`config.mk`:
```
export PLATFORM = sky130hd
export DESIGN_NAME = can_wake_ctrl
export DESIGN_NICKNAME = d
export VERILOG_FILES = /design/src/rtl/wkf_pkg.sv /design/src/rtl/wkf_sync.sv /design/src/rtl/wkf_dur_cnt.sv /design/src/rtl/wkf_mode_out.sv /design/src/rtl/can_wake_ctrl.sv
export SDC_FILE = /design/constraint.sdc
export NUM_CORES = 1
export LEC_CHECK = 0
export BUFFER_PORTS_ARGS = -buffer_cell sky130_fd_sc_hd__buf_2
export CAP_MARGIN = 20
export CELL_PAD_IN_SITES_DETAIL_PLACEMENT = 0
export CELL_PAD_IN_SITES_GLOBAL_PLACEMENT = 2
export CORE_MARGIN = 5
export CORE_UTILIZATION = 36
export CTS_CLUSTER_DIAMETER = 150
export DETAILED_ROUTE_END_ITERATION = 16
export PLACE_DENSITY = 0.85
export SLEW_MARGIN = 40
export SYNTH_ARGS = -nofsm -noshare
export SYNTH_HDL_FRONTEND = slang
export SYNTH_SLANG_ARGS = --single-unit
export TNS_END_PERCENT = 10
```
`constraint.sdc`:
```
create_clock -name clk -period 1.9 [get_ports clk]
set_input_delay 0.095 -clock clk [delete_from_list [all_inputs] [get_ports clk]]
set_output_delay 0.095 -clock clk [all_outputs]
set_load 0.05 [all_outputs]
```
`src/rtl/wkf_pkg.sv`:
```
package wkf_pkg;
  typedef enum logic {
    MODE_NORMAL = 1'b0,
    MODE_STBY   = 1'b1
  } xm_mode_e;

  localparam logic RXD_DOM = 1'b0;
  localparam logic RXD_REC = 1'b1;
endpackage

```
`src/rtl/wkf_sync.sv`:
```
module wkf_sync #(
  parameter int   STAGES  = 2,
  parameter logic RST_VAL = 1'b0
) (
  input  logic clk,
  input  logic rst,
  input  logic d,
  output logic q
);
  logic [STAGES-1:0] chain;

  genvar i;
  generate
    for (i = 0; i < STAGES; i++) begin : g_stage
      if (i == 0) begin : g_first
        always_ff @(posedge clk) begin
          if (rst) chain[0] <= RST_VAL;
          else     chain[0] <= d;
        end
      end else begin : g_next
        always_ff @(posedge clk) begin
          if (rst) chain[i] <= RST_VAL;
          else     chain[i] <= chain[i-1];
        end
      end
    end
  endgenerate

  assign q = chain[STAGES-1];
endmodule

```
`src/rtl/wkf_dur_cnt.sv`:
```
module wkf_dur_cnt #(
  parameter int LIMIT = 750000
) (
  input  logic clk,
  input  logic rst,
  input  logic en,
  input  logic dom,
  output logic hit
);
  localparam int CW = (LIMIT < 2) ? 1 : $clog2(LIMIT);
  localparam logic [CW-1:0] LAST = CW'(LIMIT - 1);

  logic [CW-1:0] run_q;

  always_ff @(posedge clk) begin
    if (rst || !en || !dom) begin
      run_q <= '0;
    end else if (run_q != LAST) begin
      run_q <= run_q + 1'b1;
    end
  end

  assign hit = en && dom && (run_q == LAST);
endmodule

```
`src/rtl/wkf_mode_out.sv`:
```
module wkf_mode_out
  import wkf_pkg::*;
(
  input  logic clk,
  input  logic rst,
  input  logic stb_s,
  input  logic dom_s,
  input  logic hit,
  output logic rxd,
  output logic tx_en,
  output logic mode_stby
);
  xm_mode_e mode_q;
  logic     wake_q;
  logic     wake_nx;

  assign wake_nx = wake_q || hit;

  always_ff @(posedge clk) begin
    if (rst) begin
      mode_q <= MODE_STBY;
      tx_en  <= 1'b0;
      wake_q <= 1'b0;
      rxd    <= RXD_REC;
    end else if (stb_s) begin
      mode_q <= MODE_STBY;
      tx_en  <= 1'b0;
      wake_q <= wake_nx;
      rxd    <= wake_nx ? RXD_DOM : RXD_REC;
    end else begin
      mode_q <= MODE_NORMAL;
      tx_en  <= 1'b1;
      wake_q <= 1'b0;
      rxd    <= dom_s ? RXD_DOM : RXD_REC;
    end
  end

  assign mode_stby = (mode_q == MODE_STBY);
endmodule

```
`src/rtl/can_wake_ctrl.sv`:
```
module can_wake_ctrl #(
  parameter int WAKE_CYCLES = 750000,
  parameter int SYNC_STAGES = 2
) (
  input  logic clk,
  input  logic rst,
  input  logic stby_pin,
  input  logic bus_dom,
  output logic rxd,
  output logic tx_en,
  output logic mode_stby
);
  logic stb_s;
  logic dom_s;
  logic hit;

  wkf_sync #(.STAGES(SYNC_STAGES), .RST_VAL(1'b1)) u_sync_stb (
    .clk(clk), .rst(rst), .d(stby_pin), .q(stb_s)
  );

  wkf_sync #(.STAGES(SYNC_STAGES), .RST_VAL(1'b0)) u_sync_dom (
    .clk(clk), .rst(rst), .d(bus_dom), .q(dom_s)
  );

  wkf_dur_cnt #(.LIMIT(WAKE_CYCLES)) u_dur (
    .clk(clk), .rst(rst), .en(stb_s), .dom(dom_s), .hit(hit)
  );

  wkf_mode_out u_out (
    .clk(clk), .rst(rst), .stb_s(stb_s), .dom_s(dom_s), .hit(hit),
    .rxd(rxd), .tx_en(tx_en), .mode_stby(mode_stby)
  );
endmodule

```
==> reports/results.ini, run 1 <==
[run_status]
outcome=finished, final reports clean

[power]
p_switching_mw=0.1894
seqPwrFrac_pct=59.0
clockPowerShare_pct=38.2
power_mw=1.010
p_sw_share_pct=18.75
combPwrFrac_pct=2.8
intPower_mw=0.8205
p_leak_nw=0.4897
ir_drop_uv=365.9
power_density_nw_per_um2=732.4

[layout]
num_antenna_cells=0
post-route-util_pct=44.44
drive_gt1_share_pct=14.58
multi_input_area_um2=588.1
seqCellArea_um2=560.5
stdcell_area_um2=1379
nets=150
area_growth_pct=17.11
fill_cells=346

[sta]
period_share_pct=91.72
fin_crit_ns=1.743
worstMarginPinSlew_ns=0.3176
setup_viol=0
final-max-slew-violation-count=0
clock.fmax_mhz=573.8
worst_clock_skew_ns=0.003140
tns_ns=0
finalHoldViolCount=0
max_slew_margin_pct=78.54
rsz0062_at_grt=no

[global_routing]
grt.overflow.total=0
grt_max_degree=19
grt_antenna_before_repair=0
grt_pass1_vias=921
grt_pass1_wl_um=4015
grt_usage_pct=11.56

[floorplanning]
die-area_um2=4515
core_region_area_um2=3103
die_h_um=67.19
io_pins=7
die_w_um=67.19
rows=20
initial_utilization_pct=37.94

[detailed_routing]
drt_iter0_drc=41
drc=0
wl_per_cell_um=12.14
ant_nets=0
met3_length_um=43
drt-total-wl_um=2283
wl_met1_um=1137
wl_met2_um=1068
first_pass_iters=4
vias=972
top_layer=met4
vias_per_cell=5.170

[synthesis]
netlist_top_cells_area=dfxtp_1 (48%), a21oi_1 (4.7%), o21ai_0 (4.3%)
yosysWarnings=0
async_flop_share_pct=0
synth_commonest_cells=dfxtp_1 (28), a21oi_1 (11), o21ai_0 (10)
synthFlopType=dfxtp_1
synthCells=128
synth_seq_cells=28
yosys.area.top_type=dfxtp_1
synth-edff-count=0
syn_nets=133
synth_cell_types=33
synth.avg_cell_area_um2=9.198
netlist_area_um2=1177
yosysMostFrequentCell=dfxtp_1
ys_seq_area_share_pct=47.61
synth.top_cell.area_share_pct=47.61

[critical_path]
critical_path_arrival_ns=1.98
worstPathRequired_ns=2.14
crit_path_end_kind=register
crit_type=reg2reg
critPathMaxFanout=7
start_kind=register

[clocking]
clock_latency_ns=0.32
clock_sinks=28
cts_tree=built
cts_max_level=1
cts_made_buffers=3
ctsRootBufferMaster=clkbuf_4
cts.clk_slew.worst_paths_ns=0.15
clock_path_buffers=2

[placed_design]
gp_congestion=0.7895
post-dp-hpwl_um=1608
io_buffers=6
place_area_um2=1280

[hold_path]
hold_class=reg2reg

[job]
maxCapViolCount=0

==> power groups by stage <==
stage	Clock, mW	Sequential (mW)	Combinational [mW]
after floorplan	0	0.613	0.00909
after global placement	0	0.609	0.0216
after detailed placement	0	0.609	0.0221
after CTS	0.403	0.596	0.0283
after global routing	0.428	0.597	0.0307
final	0.386	0.596	0.0280
==> kinds of logic after synthesis <==
kind of cell | count (synthesis) | share of synthesized area, %
buffers and inverters | 7 | 2.974
xor gates and xnor gates | 6 | 4.463
muxes | 2 | 1.700
DFF | 28 | 47.61
adders and majority gates | 1 | 1.063
AOI/OAI and AO/OA | 28 | 13.71
and+or+nand+nor | 56 | 28.48
==> through the flow <==
stage	setup slack (ns)	hold WS (ns)	instances
after floorplan	0.3351	0.1666	128
after global placement	0.1228	0.2810	180
after detailed placement	0.1483	0.2818	180
after CTS	0.1261	0.4396	188
after global routing	0.01822	0.4523	188
final	0.1573	0.4333	188
==> per-layer routing <==
metal / vias up / GRT usage (%)
met3: 4 / 2.496
met4: 0 / 4.557
met2: 6 / 20.25
li1: 498 / -
met5: - / 0
met1: 464 / 13.66
==> cell type report <==
class | count | share of cell area [%]
multi-input cells | 93 | 42.65
flip-flops and latches | 28 | 40.65
repair buffers | 15 | 7.804
well taps | 44 | 3.993
clock inverters | 1 | 2.178
clock buffers | 3 | 1.633
inverters | 4 | 1.089
==> worst paths after layout <==
check / start / endpoint / slack [ns] / cells after the start
max: u_dur.run_q[7] / u_out.rxd / 0.16 / 4
min: u_sync_stb.chain[0] / u_sync_stb.q / 0.43 / 1
max reg2reg: u_dur.run_q[7] / u_out.rxd / 0.16 / 4
min reg2reg: u_sync_stb.chain[0] / u_sync_stb.q / 0.43 / 1
==> sequential cells by signal, indices dropped and copies added (netlist names) <==
signal / cells
u_out.tx_en: 1
u_sync_stb.q: 1
u_dur.run_q: 20
u_sync_stb.chain: 1
u_sync_dom.chain: 1
u_sync_dom.q: 1
u_out.mode_stby: 1
u_out.rxd: 1
u_out.wake_q: 1
==> timing repair <==
| item | in CTS | in global routing |
|---|---|---|
| resized for setup | 0 | 1 |
| hold endpoints to repair | 3 | 0 |
| hold buffers | 4 | 0 |
| endpoints found under the setup margin | 0 | 1 |
| setup buffers | 0 | 0 |
==> critical path: stages, from the launching register on <==
cell	delay (ns)
dfxtp_1	0.42
nor4bb_2	0.32
nand4_1	0.17
or2_1	0.36
a311o_1	0.38
==> cells in the final DEF, fill, tap and decap left out, types with 2 or more instances in the layout <==
cell type      netlist  layout
buf_2                1       6
nand3b_1             2       2
o21ai_0             10      10
clkbuf_4             0       3
a31oi_1              2       2
dlygate4sd3_1        0       4
nor2_1               7       7
nand4_1              4       4
nand2_1              8       8
dfxtp_1             28      28
mux2i_1              2       2
or3_1                8       8
xor2_1               5       5
a21oi_1             11      11
and4_1               4       4
and3_1               3       3
inv_1                4       4
or2_2                3       3
nand3_1              7       7
nor2b_1              2       2
a211oi_1             2       2
buf_4                0       5
(Power assumes the default switching activity.)
==> run 2: changes to the inputs <==
--- a/config.mk
+++ b/config.mk
@@ -13,7 +13,7 @@
 export CORE_UTILIZATION = 36
 export CTS_CLUSTER_DIAMETER = 150
 export DETAILED_ROUTE_END_ITERATION = 16
-export PLACE_DENSITY = 0.85
+export PLACE_DENSITY_LB_ADDON = 0.1
 export SLEW_MARGIN = 40
 export SYNTH_ARGS = -nofsm -noshare
 export SYNTH_HDL_FRONTEND = slang
==> run 2 against run 1 <==
  * Global-route usage up 0.56 points
  * Combinational power about the same
  * First-iteration DRC count down 34%
  * Setup slack better by 0.011 ns
  * Non-clock buffer count up 3
  * Via count down 0.72%
  * Wire length up 4.9%
  * Core utilization about the same
  * Register-to-register slack about the same
  * Critical path depth up 1
  * Flip-flop and latch count unchanged
  * Power down 10%
  * Largest cell class unchanged
==> reports/results.ini, run 2 (synthesis gave the netlist of run 1 again) <==
[layout]
nets=153  ; +2.0%
largest_reg_flops=20  ; unchanged
top_register=u_dur.run_q
final_common_cell=dfxtp_1
final_cell_mix=dfxtp_1 (28), a21oi_1 (11), o21ai_0 (10)
post-route-util_pct=44.48  ; about the same
area_growth_pct=17.22  ; about the same
drive_gt1_share_pct=16.33  ; +1.7 points
num_antenna_cells=0  ; unchanged

[power]
ir_drop_uv=306.7  ; -16%
power_mw=0.9071  ; -10%
p_leak_nw=0.4958  ; +1.2%
power_density_nw_per_um2=657.3  ; -10%

[clocking]
clock_path_buffers=2  ; unchanged
cts_made_buffers=3  ; unchanged
clock_sinks=28  ; unchanged
clock_latency_ns=0.32  ; about the same
ctsRootBufferMaster=clkbuf_4
cts_max_level=1  ; unchanged
cts.clk_slew.worst_paths_ns=0.14  ; about the same
cts_tree=built

[sta]
tns_ns=0  ; unchanged
setup_viol=0  ; unchanged
max_slew_margin_pct=74.87  ; -3.7 points
period_share_pct=91.16  ; -0.56 points
finalHoldViolCount=0  ; unchanged
final-max-slew-violation-count=0  ; unchanged
worstMarginPinSlew_ns=0.3759  ; +0.05827 ns
clock.fmax_mhz=577.3  ; +0.61%
fin_crit_ns=1.732  ; -0.01059 ns
worst_clock_skew_ns=0.001225  ; -0.001915 ns
worst_slack_ns=0.1679  ; +0.01059 ns

[global_routing]
grt.overflow.total=0  ; unchanged
grt_usage_pct=12.12  ; +0.56 points
grt_antenna_before_repair=0  ; unchanged
grt_pass1_wl_um=4160  ; +3.6%
grt_max_degree=16  ; -3
grt_pass1_vias=941  ; +2.2%

[detailed_routing]
first_pass_iters=2  ; -2
ant_nets=0  ; unchanged
wl_met1_um=1177  ; +3.5%
vias=965  ; -0.72%
drc=0  ; unchanged
met3_length_um=48  ; +12%
drt-total-wl_um=2396  ; +4.9%
wl_met2_um=1149  ; +7.6%
wl_per_cell_um=12.54  ; +3.3%
top_layer=met4
vias_per_cell=5.052  ; -2.3%
drt_iter0_drc=27  ; -34%

[critical_path]
cpPeakStageDelay_ns=0.38  ; -0.04 ns
crit_chain=nor4bb_1, nand4_1, or2_1, buf_4, a211oi_1
critical_path_arrival_ns=1.97  ; about the same
r2r_slack_ns=0.17  ; about the same
crit_path_end_kind=register
r2r_cells=5  ; +1
critPathMaxFanout=7  ; unchanged
crit_type=reg2reg
worstPathRequired_ns=2.14  ; about the same
start_kind=register
critPathSlowestCell=dfxtp_1

[hold_path]
holdPathStages=1  ; unchanged
hold_class=reg2reg

[placed_design]
gp_congestion=0.7138  ; -9.6%
post-dp-hpwl_um=1666  ; +3.6%
io_buffers=6  ; unchanged
post-place-ws_ns=0.1578  ; +0.009501 ns

[floorplanning]
io_pins=7  ; unchanged
die_h_um=67.19  ; unchanged
die-area_um2=4515  ; unchanged
die_w_um=67.19  ; unchanged
initial_utilization_pct=37.94  ; unchanged
rows=20  ; unchanged
core_region_area_um2=3103  ; unchanged

[run_status]
outcome=finished, final reports clean

[job]
maxCapViolCount=0  ; unchanged

[run 2: final timing paths]
path | end | start
worst max-delay path | u_dur.run_q[3] | u_dur.run_q[6]
worst min-delay path | u_sync_stb.q | u_sync_stb.chain[0]
worst max register to register | u_dur.run_q[3] | u_dur.run_q[6]
worst min register to register | u_sync_stb.q | u_sync_stb.chain[0]
[run 2: critical path, delay by kind of cell, from the launching register on]
family | cells | cell delay, ns
AND/OR/NAND/NOR | 3 | 0.85
flip-flops | 1 | 0.38
AO/OA/AOI/OAI | 1 | 0.23
buffers and inverters | 1 | 0.17
[run 2: repair_timing]
item,CTS,global route
setup buffers,0,1
endpoints found under the hold margin,3,0
resized for setup,0,1
setup endpoints to repair,0,3
hold buffers,4,0
[run 2: through the flow]
| step | hold slack (ns) | instance area [um^2] | std cells |
|---|---|---|---|
| 5_1_grt | 0.4607 | 1380 | 191 |
| 3_3_place_gp | 0.2801 | 1295 | 182 |
| 2_1_floorplan | 0.1666 | 1177 | 128 |
| 6_report | 0.4297 | 1380 | 191 |
| 3_5_place_dp | 0.2811 | 1295 | 182 |
| 4_1_cts | 0.4355 | 1371 | 190 |
[run 2: per-layer routing]
metal	vias up	GRT usage [%]
li1	503	-
met1	455	14.39
met2	5	21.35
met3	2	2.496
met4	0	4.557
met5	-	0
[run 2: power by group]
| group | internal [mW] | switching, mW |
|---|---|---|
| logic | 0.0140 | 0.0142 |
| clock network | 0.117 | 0.166 |
| registers | 0.593 | 0.00305 |
[run 2: cell type report]
cell class,instances,area (um^2)
fill,335,1723
multi-input combinational,93,583.1
sequential,28,560.5
timing repair buffer,18,130.1
tap,44,55.05
clock buffer,4,36.28
inverter,4,15.01
